--- src/rtl/hazard_pkg.sv ---
package hazard_pkg;

  // Number of downstream stages tracked: Execute, Memory, Writeback
  localparam int NUM_FWD_STAGES = 3;

  typedef enum logic [3:0] {
    OP_NOP  = 4'd0,
    OP_ALU  = 4'd1,
    OP_ALUI = 4'd2,
    OP_LW   = 4'd3,
    OP_SW   = 4'd4,
    OP_BZ   = 4'd5,
    OP_J    = 4'd6,
    OP_JAL  = 4'd7,
    OP_JR   = 4'd8,
    OP_JALR = 4'd9
  } opClass_e;

  typedef enum logic [1:0] {
    SRC_RF  = 2'd0,
    SRC_EX  = 2'd1,
    SRC_MEM = 2'd2,
    SRC_WB  = 2'd3
  } opSrc_e;

  // Strobes from the control half to the tracking half
  typedef struct packed {
    logic stall;
    logic bubble;
  } hazCtl_t;

  function automatic logic readsRs(opClass_e c);
    case (c)
      OP_ALU, OP_ALUI, OP_LW, OP_SW, OP_BZ, OP_JR, OP_JALR: readsRs = 1'b1;
      default:                                              readsRs = 1'b0;
    endcase
  endfunction

  function automatic logic readsRt(opClass_e c);
    case (c)
      OP_ALU, OP_SW: readsRt = 1'b1;
      default:       readsRt = 1'b0;
    endcase
  endfunction

  // A result that is ready at the end of Execute
  function automatic logic exForwardable(opClass_e c);
    case (c)
      OP_ALU, OP_ALUI: exForwardable = 1'b1;
      default:         exForwardable = 1'b0;
    endcase
  endfunction

endpackage

--- src/rtl/hazard_track.sv ---
module hazard_track
  import hazard_pkg::*;
#(
  parameter int REG_ADDR_W = 5,
  parameter int LINK_REG   = 31
) (
  input  logic                  clk,
  input  logic                  rstN,
  input  opClass_e              clsD,
  input  logic [REG_ADDR_W-1:0] rtD,
  input  logic [REG_ADDR_W-1:0] rdD,
  input  hazCtl_t               ctl,
  output opClass_e              slotCls  [NUM_FWD_STAGES],
  output logic [REG_ADDR_W-1:0] slotDest [NUM_FWD_STAGES],
  output logic                  slotWr   [NUM_FWD_STAGES]
);

  localparam logic [REG_ADDR_W-1:0] LINK_ADDR = REG_ADDR_W'(LINK_REG);
  localparam logic [REG_ADDR_W-1:0] ZERO_ADDR = '0;

  logic [REG_ADDR_W-1:0] destD;
  logic                  wrD;

  // Destination and write enable of the Decode instruction
  always_comb begin
    destD = ZERO_ADDR;
    wrD   = 1'b0;
    case (clsD)
      OP_ALU: begin
        destD = rdD;
        wrD   = (rdD != ZERO_ADDR);
      end
      OP_ALUI, OP_LW: begin
        destD = rtD;
        wrD   = (rtD != ZERO_ADDR);
      end
      OP_JAL, OP_JALR: begin
        destD = LINK_ADDR;
        wrD   = 1'b1;
      end
      default: begin
        destD = ZERO_ADDR;
        wrD   = 1'b0;
      end
    endcase
  end

  // Shadow pipeline: slot 0 = Execute, 1 = Memory, 2 = Writeback
  always_ff @(posedge clk or negedge rstN) begin
    if (!rstN) begin
      for (int s = 0; s < NUM_FWD_STAGES; s++) begin
        slotCls[s]  <= OP_NOP;
        slotDest[s] <= ZERO_ADDR;
        slotWr[s]   <= 1'b0;
      end
    end else begin
      for (int s = NUM_FWD_STAGES - 1; s > 0; s--) begin
        slotCls[s]  <= slotCls[s-1];
        slotDest[s] <= slotDest[s-1];
        slotWr[s]   <= slotWr[s-1];
      end
      if (ctl.bubble) begin
        slotCls[0]  <= OP_NOP;
        slotDest[0] <= ZERO_ADDR;
        slotWr[0]   <= 1'b0;
      end else begin
        slotCls[0]  <= clsD;
        slotDest[0] <= destD;
        slotWr[0]   <= wrD;
      end
    end
  end

endmodule

--- src/rtl/hazard_ctrl.sv ---
module hazard_ctrl
  import hazard_pkg::*;
#(
  parameter int REG_ADDR_W = 5
) (
  input  opClass_e              clsD,
  input  logic [REG_ADDR_W-1:0] rsD,
  input  logic [REG_ADDR_W-1:0] rtD,
  input  opClass_e              slotCls  [NUM_FWD_STAGES],
  input  logic [REG_ADDR_W-1:0] slotDest [NUM_FWD_STAGES],
  input  logic                  slotWr   [NUM_FWD_STAGES],
  output hazCtl_t               ctl,
  output opSrc_e                selA,
  output opSrc_e                selB
);

  localparam int NUM_PORTS = 2;
  localparam logic [REG_ADDR_W-1:0] ZERO_ADDR = '0;

  logic stallAny;

  generate
    for (genvar p = 0; p < NUM_PORTS; p++) begin : g_port
      logic [REG_ADDR_W-1:0] srcIdx;
      logic                  srcEn;
      opSrc_e                pick;
      logic                  haz;

      if (p == 0) begin : g_rs
        assign srcIdx = rsD;
        assign srcEn  = readsRs(clsD);
      end else begin : g_rt
        assign srcIdx = rtD;
        assign srcEn  = readsRt(clsD);
      end

      // Oldest first, so a younger match overrides an older one
      always_comb begin
        pick = SRC_RF;
        haz  = 1'b0;
        for (int s = NUM_FWD_STAGES - 1; s >= 0; s--) begin
          if (srcEn && (srcIdx != ZERO_ADDR) && slotWr[s] && (slotDest[s] == srcIdx)) begin
            if ((s == 0) && !exForwardable(slotCls[0])) begin
              pick = SRC_RF;
              haz  = 1'b1;
            end else begin
              pick = opSrc_e'(2'(s + 1));
              haz  = 1'b0;
            end
          end
        end
      end
    end
  endgenerate

  assign stallAny   = g_port[0].haz | g_port[1].haz;
  assign ctl.stall  = stallAny;
  assign ctl.bubble = stallAny;
  assign selA       = stallAny ? SRC_RF : g_port[0].pick;
  assign selB       = stallAny ? SRC_RF : g_port[1].pick;

endmodule

--- src/rtl/pipe_hazard_unit.sv ---
module pipe_hazard_unit
  import hazard_pkg::*;
#(
  parameter int REG_ADDR_W = 5,
  parameter int LINK_REG   = 31
) (
  input  logic                  clk,
  input  logic                  rstN,
  input  logic [3:0]            opClassD,
  input  logic [REG_ADDR_W-1:0] rsD,
  input  logic [REG_ADDR_W-1:0] rtD,
  input  logic [REG_ADDR_W-1:0] rdD,
  output logic                  stallD,
  output logic [1:0]            selA,
  output logic [1:0]            selB
);

  opClass_e              clsD;
  hazCtl_t               ctl;
  opClass_e              slotCls  [NUM_FWD_STAGES];
  logic [REG_ADDR_W-1:0] slotDest [NUM_FWD_STAGES];
  logic                  slotWr   [NUM_FWD_STAGES];
  opSrc_e                selAInt;
  opSrc_e                selBInt;

  assign clsD = opClass_e'(opClassD);

  hazard_track #(
    .REG_ADDR_W(REG_ADDR_W),
    .LINK_REG  (LINK_REG)
  ) u_track (
    .clk     (clk),
    .rstN    (rstN),
    .clsD    (clsD),
    .rtD     (rtD),
    .rdD     (rdD),
    .ctl     (ctl),
    .slotCls (slotCls),
    .slotDest(slotDest),
    .slotWr  (slotWr)
  );

  hazard_ctrl #(
    .REG_ADDR_W(REG_ADDR_W)
  ) u_ctrl (
    .clsD    (clsD),
    .rsD     (rsD),
    .rtD     (rtD),
    .slotCls (slotCls),
    .slotDest(slotDest),
    .slotWr  (slotWr),
    .ctl     (ctl),
    .selA    (selAInt),
    .selB    (selBInt)
  );

  assign stallD = ctl.stall;
  assign selA   = selAInt;
  assign selB   = selBInt;

endmodule

--- config.mk ---
export PLATFORM = sky130hd
export DESIGN_NAME = pipe_hazard_unit
export DESIGN_NICKNAME = d
export VERILOG_FILES = /design/src/rtl/hazard_pkg.sv /design/src/rtl/hazard_track.sv /design/src/rtl/hazard_ctrl.sv /design/src/rtl/pipe_hazard_unit.sv
export SDC_FILE = /design/constraint.sdc
export NUM_CORES = 1
export LEC_CHECK = 0
export BUFFER_PORTS_ARGS = -buffer_cell sky130_fd_sc_hd__buf_4
export CORE_ASPECT_RATIO = 0.75
export CORE_MARGIN = 5
export CORE_UTILIZATION = 54
export CTS_CLUSTER_SIZE = 24
export DETAILED_ROUTE_END_ITERATION = 8
export GPL_TIMING_DRIVEN = 0
export PLACE_DENSITY_LB_ADDON = 0.2
export REMOVE_ABC_BUFFERS = 1
export SYNTH_ARGS = -nofsm -noshare
export SYNTH_HDL_FRONTEND = slang
export SYNTH_SLANG_ARGS = --single-unit
--- constraint.sdc ---
create_clock -name clk -period 2.2 [get_ports clk]
set_clock_uncertainty 0.15 [all_clocks]
set_input_delay 0.22 -clock clk [delete_from_list [all_inputs] [get_ports clk]]
set_output_delay 0.22 -clock clk [all_outputs]
set_load 0.01 [all_outputs]
# ---- Word-level counts from Yosys, hierarchy flattened
# Cells that the tools add are included.
dict set report op_classes {
  bitwise_logic 1
  n_mux 24
  n_eq_ne 16
  reduce_logical 22
}
# cell count
set op_table {}
lappend op_table {{5-bit equality test} 6}
lappend op_table {{2-bit 2-to-1 mux} 8}
lappend op_table {{5-bit case mux with 3 select lines} 1}
lappend op_table {{5-bit nonzero test} 3}
lappend op_table {{1-bit logical AND} 14}
lappend op_table {{4-bit by 2-bit equality test with 1-bit output (second input constant)} 3}
lappend op_table {{4-bit by 3-bit equality test with 1-bit output (second input constant)} 3}
lappend op_table {{1-bit 2-to-1 mux} 12}
lappend op_table {{4-bit by 1-bit equality test with 1-bit output (second input constant)} 2}
lappend op_table {{4-bit equality test (second input constant)} 2}
lappend op_table {{2-bit OR reduction} 4}
lappend op_table {{7-bit OR reduction} 1}
lappend op_table {{5-bit 2-to-1 mux} 1}
lappend op_table {{4-bit 2-to-1 mux} 1}
lappend op_table {{1-bit case mux with 3 select lines} 1}
lappend op_table {{1-bit OR} 1}
dict set report word_totals {
  ff_bits 22
  out_inout_bits 5
}

# ---- Longest topological paths before layout
# Gate-level depths: netlist of the first run.
dict set report depth {
  ltp_word 11
  depth_mapped 7
  ltp_nobuf 5
}

# ---- Cells and area by module
# From an unflattened synthesis of the first run, not the netlist that was laid out.
dict set report unflattened {
  cells_unflattened 129
  area_unflattened_um2 1498.9
}
# module n_inst cells_each area_per_inst_um2
set modules_own_cells {}
lappend modules_own_cells {hazard_track 1 55 955.9}
lappend modules_own_cells {hazard_ctrl 1 74 543.0}

# ---- Least setup slack after synthesis of the first run
# OpenSTA, ideal clock, no wires.
dict set report synth_timing {
  path_kind {input to output}
  from {input rtD[1]}
  to {output selA[0]}
  arrival_ns 1.569
  required_time_ns 1.830
  path_slack_ns 0.261
  cell_stages 5
  path_cell_list {or4_4 > o211ai_4 > nor3_2 > nand2b_1 > a221oi_1}
}
dict set report synth_between {
  elab_chain_len 7
  word_cells_on_any_way 8
}
# item line_no
set synth_rtl {}
lappend synth_rtl {{start: declaration} pipe_hazard_unit.sv:11} ;# input logic [REG_ADDR_W-1:0] rtD,
lappend synth_rtl {{5-bit nonzero test} hazard_ctrl.sv:42} ;# if (srcEn && (srcIdx != ZERO_ADDR) && slotWr[s] && (slotDest[s] == srcIdx)) begin
lappend synth_rtl {{1-bit logical AND (2 in a row)} hazard_ctrl.sv:42}
lappend synth_rtl {{1-bit logical AND (*)} hazard_ctrl.sv:42}
lappend synth_rtl {{1-bit 2-to-1 mux (*)} hazard_ctrl.sv:42}
lappend synth_rtl {{1-bit OR (*)} hazard_ctrl.sv:56} ;# assign stallAny = g_port[0].haz | g_port[1].haz;
lappend synth_rtl {{2-bit 2-to-1 mux (*)} hazard_ctrl.sv:59} ;# assign selA = stallAny ? SRC_RF : g_port[0].pick;
lappend synth_rtl {{end: declaration} pipe_hazard_unit.sv:14} ;# output logic [1:0] selA,
# Every way passes the cells marked *; elsewhere a longest branch is shown, timed or not.

# ---- Final worst setup path of the first run
dict set report layout_timing {
  from {input rtD[1]}
  to {output selA[1]}
}
# The elaborated chain is that of the path after synthesis.

==> results of run 1 <==
cell usage after synthesis (3+ instances only):
cell | instances | area share, %
sky130_fd_sc_hd__nand4_1 | 3 | 1.4
sky130_fd_sc_hd__nor4_1 | 5 | 2.3
sky130_fd_sc_hd__or3_1 | 3 | 1.4
sky130_fd_sc_hd__a21oi_2 | 8 | 5.2
sky130_fd_sc_hd__a21oi_1 | 9 | 3.3
sky130_fd_sc_hd__nand2_1 | 5 | 1.4
sky130_fd_sc_hd__o22a_1 | 5 | 3.2
sky130_fd_sc_hd__nor2_1 | 9 | 2.5
sky130_fd_sc_hd__xor2_1 | 13 | 8.4
sky130_fd_sc_hd__dfrtp_1 | 22 | 40
sky130_fd_sc_hd__xnor2_1 | 19 | 12
sky130_fd_sc_hd__clkbuf_1 | 3 | 0.83
critical path: cells and delay by family:
family | cells | cell delay [ns]
compound gates | 2 | 0.60
buf+inv | 3 | 0.46
simple gates | 2 | 0.64
power breakdown:
part / internal [W] / switching, W
clock: 0.000101 / 0.000124
combinational: 0.000100 / 0.000105
sequential: 0.000432 / 0.0000255
flip-flops by register name, summed over array words and instances, names as in the netlist:
name,count
u_track.slotWr,3
u_track.slotCls,4
u_track.slotDest,15
logic make-up after synthesis:
logic type | count (synthesis) | synth area share, %
xor gates and xnor gates | 32 | 20.61
AOI/OAI and AO/OA | 34 | 21.34
DFF | 22 | 40.48
and+or+nand+nor | 36 | 14.72
buffers and inverters | 8 | 2.851
through the flow:
stage                     hold slack (ns)  setup WS [ns]  setup TNS [ns]  std cells
after floorplan                   -0.2256         0.2401               0        126
after global placement           -0.03382       -0.06716        -0.09176        185
after detailed placement         -0.02881       -0.06843         -0.1120        185
after CTS                         0.05123        -0.1044         -0.2494        194
after global routing              0.05769        -0.1634         -0.6948        196
final                             0.05593       -0.09660         -0.2498        196
per-layer routing:
| metal | wire, um | track usage (%) | vias to the layer above |
|---|---|---|---|
| li1 | - | - | 534 |
| met1 | 1427 | 23.65 | 530 |
| met2 | 1477 | 32.48 | 34 |
| met3 | 184 | 2.760 | 5 |
| met4 | 52 | 8.911 | 0 |
| met5 | 0 | 0 | - |
final cells by class:
type | count | area [um^2]
Multi-Input combinational cell | 102 | 818.3
Fill cell | 172 | 633.1
Sequential cell | 22 | 550.5
Timing Repair Buffer | 32 | 257.7
Tap cell | 34 | 42.54
Clock buffer | 4 | 36.28
Inverter | 2 | 7.507
worst max-delay path by stage:
stage / cells past startpoint / end / start
2_1_floorplan: 5 / stallD / u_track.slotDest[14]
3_3_place_gp: 6 / stallD / u_track.slotDest[14]
3_5_place_dp: 6 / stallD / u_track.slotDest[14]
4_1_cts: 7 / stallD / u_track.slotDest[12]
5_1_grt: 6 / selA[1] / u_track.slotDest[9]
6_report: 7 / selA[1] / rtD[1]
what timing repair did:
action / CTS / global route
buffers inserted: 4 / 2
pin swaps: 5 / 10
resized for setup: 5 / 7
hold buffers: 1 / 0
hold endpoints to repair: 22 / 0
setup endpoints to repair: 5 / 5
==> metrics.sh, run 1 <==
RUN_STATUS='finished, violations left'
FAILING_CHECKS='negative setup slack'
PERIOD_MINUS_SLACK_NS=2.297
DIE_WIDTH_UM=67.95
INITIAL_CORE_UTIL_PCT=57.97
STARTPOINT_TYPE='input pin'
ASYNC_RESET_FF_SHARE_PCT=100.0
FINAL_MAX_SLEW_VIOLS=0
PIN_COUNT_OF_THE_BIGGEST_NET_ENTERING_GLOBAL_ROUTING=23
SYNTH_EDF_COUNT=0
TOTAL_LEAKAGE_POWER_nW=0.7352
REG2REGPATHDEPTH=7
CTS_H_TREE_DEPTH=1
NUMCLOCKSINKS=22
DR.PASS1.ITERS=4
SETUP-VIOLATIONS-FINAL=5
WORST_CASE_REGISTER_TO_REGISTER_SETUP_SLACK_NS=0.29
GRT_ANTENNA_BEFORE_REPAIR=0
RR_STARTPOINT='u_track.slotDest[14]'
FP-ROW-COUNT=15
VDD.IR_DROP.WORST_mV=0.2542
ROUTE.DETAILED.DRC=0
SYNTH_FF_TYPE='sky130_fd_sc_hd__dfrtp_1'
ANT_NETS=0
CRITPATHARRIVALTIME_NS=1.93
CRITPATHMAXFANOUT=5
VIAS_PER_CELL=5.628
WHS_PATH_DEPTH=2
DRT-INITIAL-DRC-COUNT=59
CRIT_REQUIRED_NS=1.83
CORE_AREA_UM2=2346
POSTSYNTHREGISTERBITS=22
COUNT_OF_NETS_AFTER_FINISHING=184
DETAILED_PLACER_S_ENDING_HPWL_UM=2244
ANTENNADIODECOUNT=0
FINALINSTANCEAREA_UM2=1713
CRITICALPATHCATEGORY='input pin to output pin'
CLOCKBUFFERDEPTH=2
AREA_GROWTH_PCT=25.94
FLOORPLAN.IO_PINS=26
WORST_SETUP_PATH_END_KIND='output pin'
GRTUSAGETOTAL_PCT=19.09
SYN_AREA_UM2=1360
SYNTHCELLS=132
WORST_HOLD_PATH.ENDPOINT='u_track.slotCls[11]'
VIAS_IN_THE_FIRST_GLOBAL_ROUTE=1091
GLOBAL_ROUTE.OVERFLOW_TOTAL=0
SYNTH_CELL_TYPES=34
PLACE_CONGESTION=0.8945
MAX_SLEW.WORST_PIN.SLEW_NS=0.3387
TRITONCTS.NUM_BUFFERS=3
WORST_SLEW_MARGIN_REL_PCT=77.35
TIMING.CRITICAL_PATH.MODE_CELL='sky130_fd_sc_hd__buf_4'
GRT_SETUP_UNREPAIRED='yes'
AVGSYNTHCELLAREA_UM2=10.30
FINALPOWER_W=0.0008874
POST-ROUTE-PERIOD-UTIL_PCT=104.4
INPUT_OUTPUT_BUFFERS=25
PLACED_CELL_AREA_UM2=1559
SYNTH-SEQ-AREA-SHARE_PCT=40.48
WL_UM=3141
MOSTFREQUENTLAYOUTCELL='sky130_fd_sc_hd__buf_4'
HOLD_SP='opClassD[3]'
LAYOUT_SETUP_WS_NS=-0.09660
HOLD_PATH_CLASS='input pin to flop'
CLK-INSERTION-DELAY-LATE_NS=0.31
VIAS_POST_DR=1103
CRIT_PATH_CELL_TRACE='buf_4, or4_4, o211ai_4, nor3_4, buf_4, a2111oi_2, buf_4'
MOST-COMMON-LAYOUT-CELLS='sky130_fd_sc_hd__buf_4, sky130_fd_sc_hd__dfrtp_1, sky130_fd_sc_hd__xnor2_1'
SHARE_OF_CELLS_ABOVE_DRIVE_STRENGTH_1_PCT=35.80
UTILIZATION_PCT=73.01
RR_ENDPOINT='u_track.slotCls[11]'
DETAIL_ROUTE.WL_PER_CELL_UM=16.03
TIMING.FINAL.HOLD_VIOLATIONS=0
YOSYSWARNINGS=0
CTS_TREE='yes'
DIE_HEIGHT_UM=53.46
CTS-ROOT-BUF='sky130_fd_sc_hd__clkbuf_4'
DIE_FOOTPRINT_UM2=3633
PATH_CLK_SLEW_NS=0.12
GRT_PASS1_WL_UM=5050
FMAXACHIEVABLE_MHz=435.4
CP_SLOWEST_CELL='sky130_fd_sc_hd__or4_4'
CP_SLOWEST_STAGE_DELAY_NS=0.56
P_PER_AREA_nW_PER_UM2=518.1
MAX_CAP_VIOLATION_COUNT=0
(Power assumes the default switching activity.)
==> run 2, diff against run 1 <==
- CORE_UTILIZATION: 54 -> 49
- clock period: 2.2 -> 2.1 ns (I/O delays scaled with it)
==> run 2 against run 1 <==
Net effect:
- the flow still finishes with violations (negative setup slack)
- first-iteration DRC count grew 5.1%
- combinational power grew 7%
- critical path depth is the same
- critical endpoint is now stallD
- largest cell class unchanged
==> metrics.sh, run 2 (synthesis gave the netlist of run 1 again) <==
MOSTFREQUENTLAYOUTCELL='sky130_fd_sc_hd__buf_4'  # unchanged
DIE_FOOTPRINT_UM2=3940  # was 3633 um^2
CLOCKBUFFERDEPTH=2  # unchanged
PATH_CLK_SLEW_NS=0.08  # was 0.12 ns
INPUT_OUTPUT_BUFFERS=25  # unchanged
P_PER_AREA_nW_PER_UM2=564.4  # was 518.1 nW/um^2
WORST_SETUP_PATH_END_KIND='output pin'  # unchanged
DETAIL_ROUTE.WL_PER_CELL_UM=16.32  # was 16.03 um
TOTAL_LEAKAGE_POWER_nW=0.7531  # was 0.7352 nW
ROUTE.DETAILED.DRC=0  # unchanged
VIAS_PER_CELL=5.527  # was 5.628
CRITPATHARRIVALTIME_NS=1.92  # was 1.93 ns
TRITONCTS.NUM_BUFFERS=3  # unchanged
CTS-ROOT-BUF='sky130_fd_sc_hd__clkbuf_8'  # was sky130_fd_sc_hd__clkbuf_4
ANT_NETS=0  # unchanged
AREA_GROWTH_PCT=30.36  # was 25.94%
TIMING.FINAL.HOLD_VIOLATIONS=0  # unchanged
DRT-INITIAL-DRC-COUNT=62  # was 59
FILLERS=204  # was 172
PIN_COUNT_OF_THE_BIGGEST_NET_ENTERING_GLOBAL_ROUTING=23  # unchanged
FMAXACHIEVABLE_MHz=438.3
COUNT_OF_NETS_AFTER_FINISHING=189  # was 184
CRIT_REQUIRED_NS=1.74  # was 1.83 ns
CP_SLOWEST_CELL='sky130_fd_sc_hd__dfrtp_1'  # was sky130_fd_sc_hd__or4_4
CTS_TREE='yes'  # unchanged
MAX_SLEW.WORST_PIN.SLEW_NS=0.3329  # was 0.3387 ns
LAYOUT_SETUP_WS_NS=-0.1817  # was -0.09660 ns
NUMCLOCKSINKS=22  # unchanged
DETAILED_PLACER_S_ENDING_HPWL_UM=2383  # was 2244 um
FINAL_MAX_SLEW_VIOLS=0  # unchanged
VDD.IR_DROP.WORST_mV=0.4863  # was 0.2542 mV
SETUP-VIOLATIONS-FINAL=5  # unchanged
STARTPOINT_TYPE='flop'  # was input pin
WL_UM=3312  # was 3141 um
AGGREGATE_NEGATIVE_SETUP_SLACK_NS=-0.7428  # was -0.2498 ns
MOST-COMMON-LAYOUT-CELLS='sky130_fd_sc_hd__buf_4, sky130_fd_sc_hd__dfrtp_1, sky130_fd_sc_hd__xnor2_1'  # unchanged
FLOORPLAN.IO_PINS=26  # unchanged
WORST_SLEW_MARGIN_REL_PCT=77.57  # was 77.35%
GRT_SETUP_UNREPAIRED='yes'  # unchanged
NUMBER_OF_FLIP_FLOPS_UNDER_THE_LARGEST_REGISTER_NAME=15  # unchanged
PLACE_CONGESTION=0.8557  # was 0.8945
SHARE_OF_CELLS_ABOVE_DRIVE_STRENGTH_1_PCT=38.32  # was 35.80%
BIGGESTREGSBYFLOPS='u_track.slotDest: 15 flops, u_track.slotCls: 4 flops, u_track.slotWr: 3 flops'  # unchanged
CRITPATHMAXFANOUT=4  # was 5
PERIOD_MINUS_SLACK_NS=2.282
GLOBAL_ROUTE.OVERFLOW_TOTAL=0  # unchanged
HOLD_PATH_CLASS='input pin to flop'  # unchanged
DIE_HEIGHT_UM=55.63  # was 53.46 um
ANTENNADIODECOUNT=0  # unchanged
FAILING_CHECKS='negative setup slack'  # unchanged
TIMING.CRITICAL_PATH.MODE_CELL='sky130_fd_sc_hd__buf_6'  # was sky130_fd_sc_hd__buf_4
VIAS_IN_THE_FIRST_GLOBAL_ROUTE=1120  # was 1091
GRT_PASS1_WL_UM=5319  # was 5050 um
FP-ROW-COUNT=16  # was 15
DIE_WIDTH_UM=70.84  # was 67.95 um
INITIAL_CORE_UTIL_PCT=51.47  # was 57.97%
CRITICALPATHCATEGORY='flop to output pin'  # was input pin to output pin
POST-ROUTE-PERIOD-UTIL_PCT=108.7
GRT_ANTENNA_BEFORE_REPAIR=0  # unchanged
CRIT_PATH_CELL_TRACE='xor2_1, nor4_1, nand3_1, buf_6, o21bai_4, and2_4, buf_6'  # was buf_4, or4_4, o211ai_4, nor3_4, buf_4, a2111oi_2, buf_4
REGMOSTFLOPS='u_track.slotDest'  # unchanged
CLK-INSERTION-DELAY-LATE_NS=0.26  # was 0.31 ns
DR.PASS1.ITERS=4  # unchanged
VIAS_POST_DR=1122  # was 1103
MAX_CAP_VIOLATION_COUNT=0  # unchanged
GRTUSAGETOTAL_PCT=17.21  # was 19.09%
CP_SLOWEST_STAGE_DELAY_NS=0.42  # was 0.56 ns
CORE_AREA_UM2=2643  # was 2346 um^2
HOLD-WORST-SLACK_NS=0.08315  # was 0.05593 ns
RUN_STATUS='finished, violations left'  # unchanged
CTS_H_TREE_DEPTH=1  # unchanged
==> run 2: cell types whose count changed in the layout (fill, tap and decap cells not counted), moves of 2 or more <==
cell and delta:
sky130_fd_sc_hd__buf_4 +7, sky130_fd_sc_hd__clkbuf_4 -3, sky130_fd_sc_hd__clkbuf_8 +3, sky130_fd_sc_hd__buf_6 -2
sky130_fd_sc_hd__xnor2_1 +2, sky130_fd_sc_hd__xnor2_2 -2
==> run 2: what timing repair did <==
item / in CTS / in global routing
buffers inserted: 7 / 4
endpoints found under the hold margin: 22 / 0
pin swaps: 10 / 4
hold buffers: 1 / 0
resized for setup: 5 / 8
setup endpoints to repair: 5 / 5
==> run 2: per-stage QoR <==
step           total power [W]  setup slack (ns)  cells  instance area [um^2]  util, %
2_1_floorplan        0.0005930            0.1501    126                  1329        -
3_3_place_gp         0.0006730           -0.1500    187                  1562    59.09
3_5_place_dp         0.0006805           -0.1582    187                  1562    59.09
4_1_cts               0.001002           -0.1461    199                  1709    64.68
5_1_grt               0.001047           -0.2362    203                  1773    67.09
6_report              0.001001           -0.1817    203                  1773    67.09
==> run 2: cell type report <==
cell class / instances / area, um^2 / share of cell area (%)
timing repair buffer: 37 / 287.8 / 16.23
multi-input combinational: 102 / 827.0 / 46.65
inverter: 2 / 7.507 / 0.4234
clock buffer: 4 / 55.05 / 3.105
tap: 36 / 45.04 / 2.541
sequential: 22 / 550.5 / 31.05
==> run 2: metal layers <==
| metal | wire length (um) | vias to the layer above | GRT usage [%] |
|---|---|---|---|
| met4 | 55 | 0 | 7.775 |
| met1 | 1563 | 536 | 23.65 |
| met2 | 1477 | 35 | 25.50 |
| met5 | 0 | - | 0 |
| li1 | - | 545 | - |
| met3 | 216 | 6 | 4.152 |
==> run 2: final timing paths <==
| path | cells past startpoint | from | slack (ns) | endpoint |
|---|---|---|---|---|
| hold / removal | 2 | opClassD[0] | 0.08 | u_track.slotCls[8] |
| max in group asynchronous | 2 | rstN | 1.36 | u_track.slotDest[9] |
| setup reg to reg | 7 | u_track.slotDest[12] | 0.12 | u_track.slotCls[10] |
| min in group asynchronous | 2 | rstN | 0.22 | u_track.slotCls[8] |
| setup / recovery | 7 | u_track.slotDest[12] | -0.18 | stallD |
| hold reg to reg | 0 | u_track.slotWr[1] | 0.26 | u_track.slotWr[0] |
==> run 2: power by group <==
group / switching [W] / internal [W] / leakage (nW)
combinational: 0.000112 / 0.000107 / 0.442
sequential: 0.0000279 / 0.000452 / 0.283
clock: 0.000134 / 0.000167 / 0.0288
total: 0.000274 / 0.000727 / 0.753
==> run 2: worst max-delay path, delay by kind of cell (launching register included) <==
| kind | cells | cell delay, ns |
|---|---|---|
| flip-flops | 1 | 0.42 |
| AND/OR/NAND/NOR | 3 | 0.66 |
| AO/OA/AOI/OAI | 1 | 0.18 |
| XOR/XNOR | 1 | 0.16 |
| buffers and inverters | 2 | 0.24 |
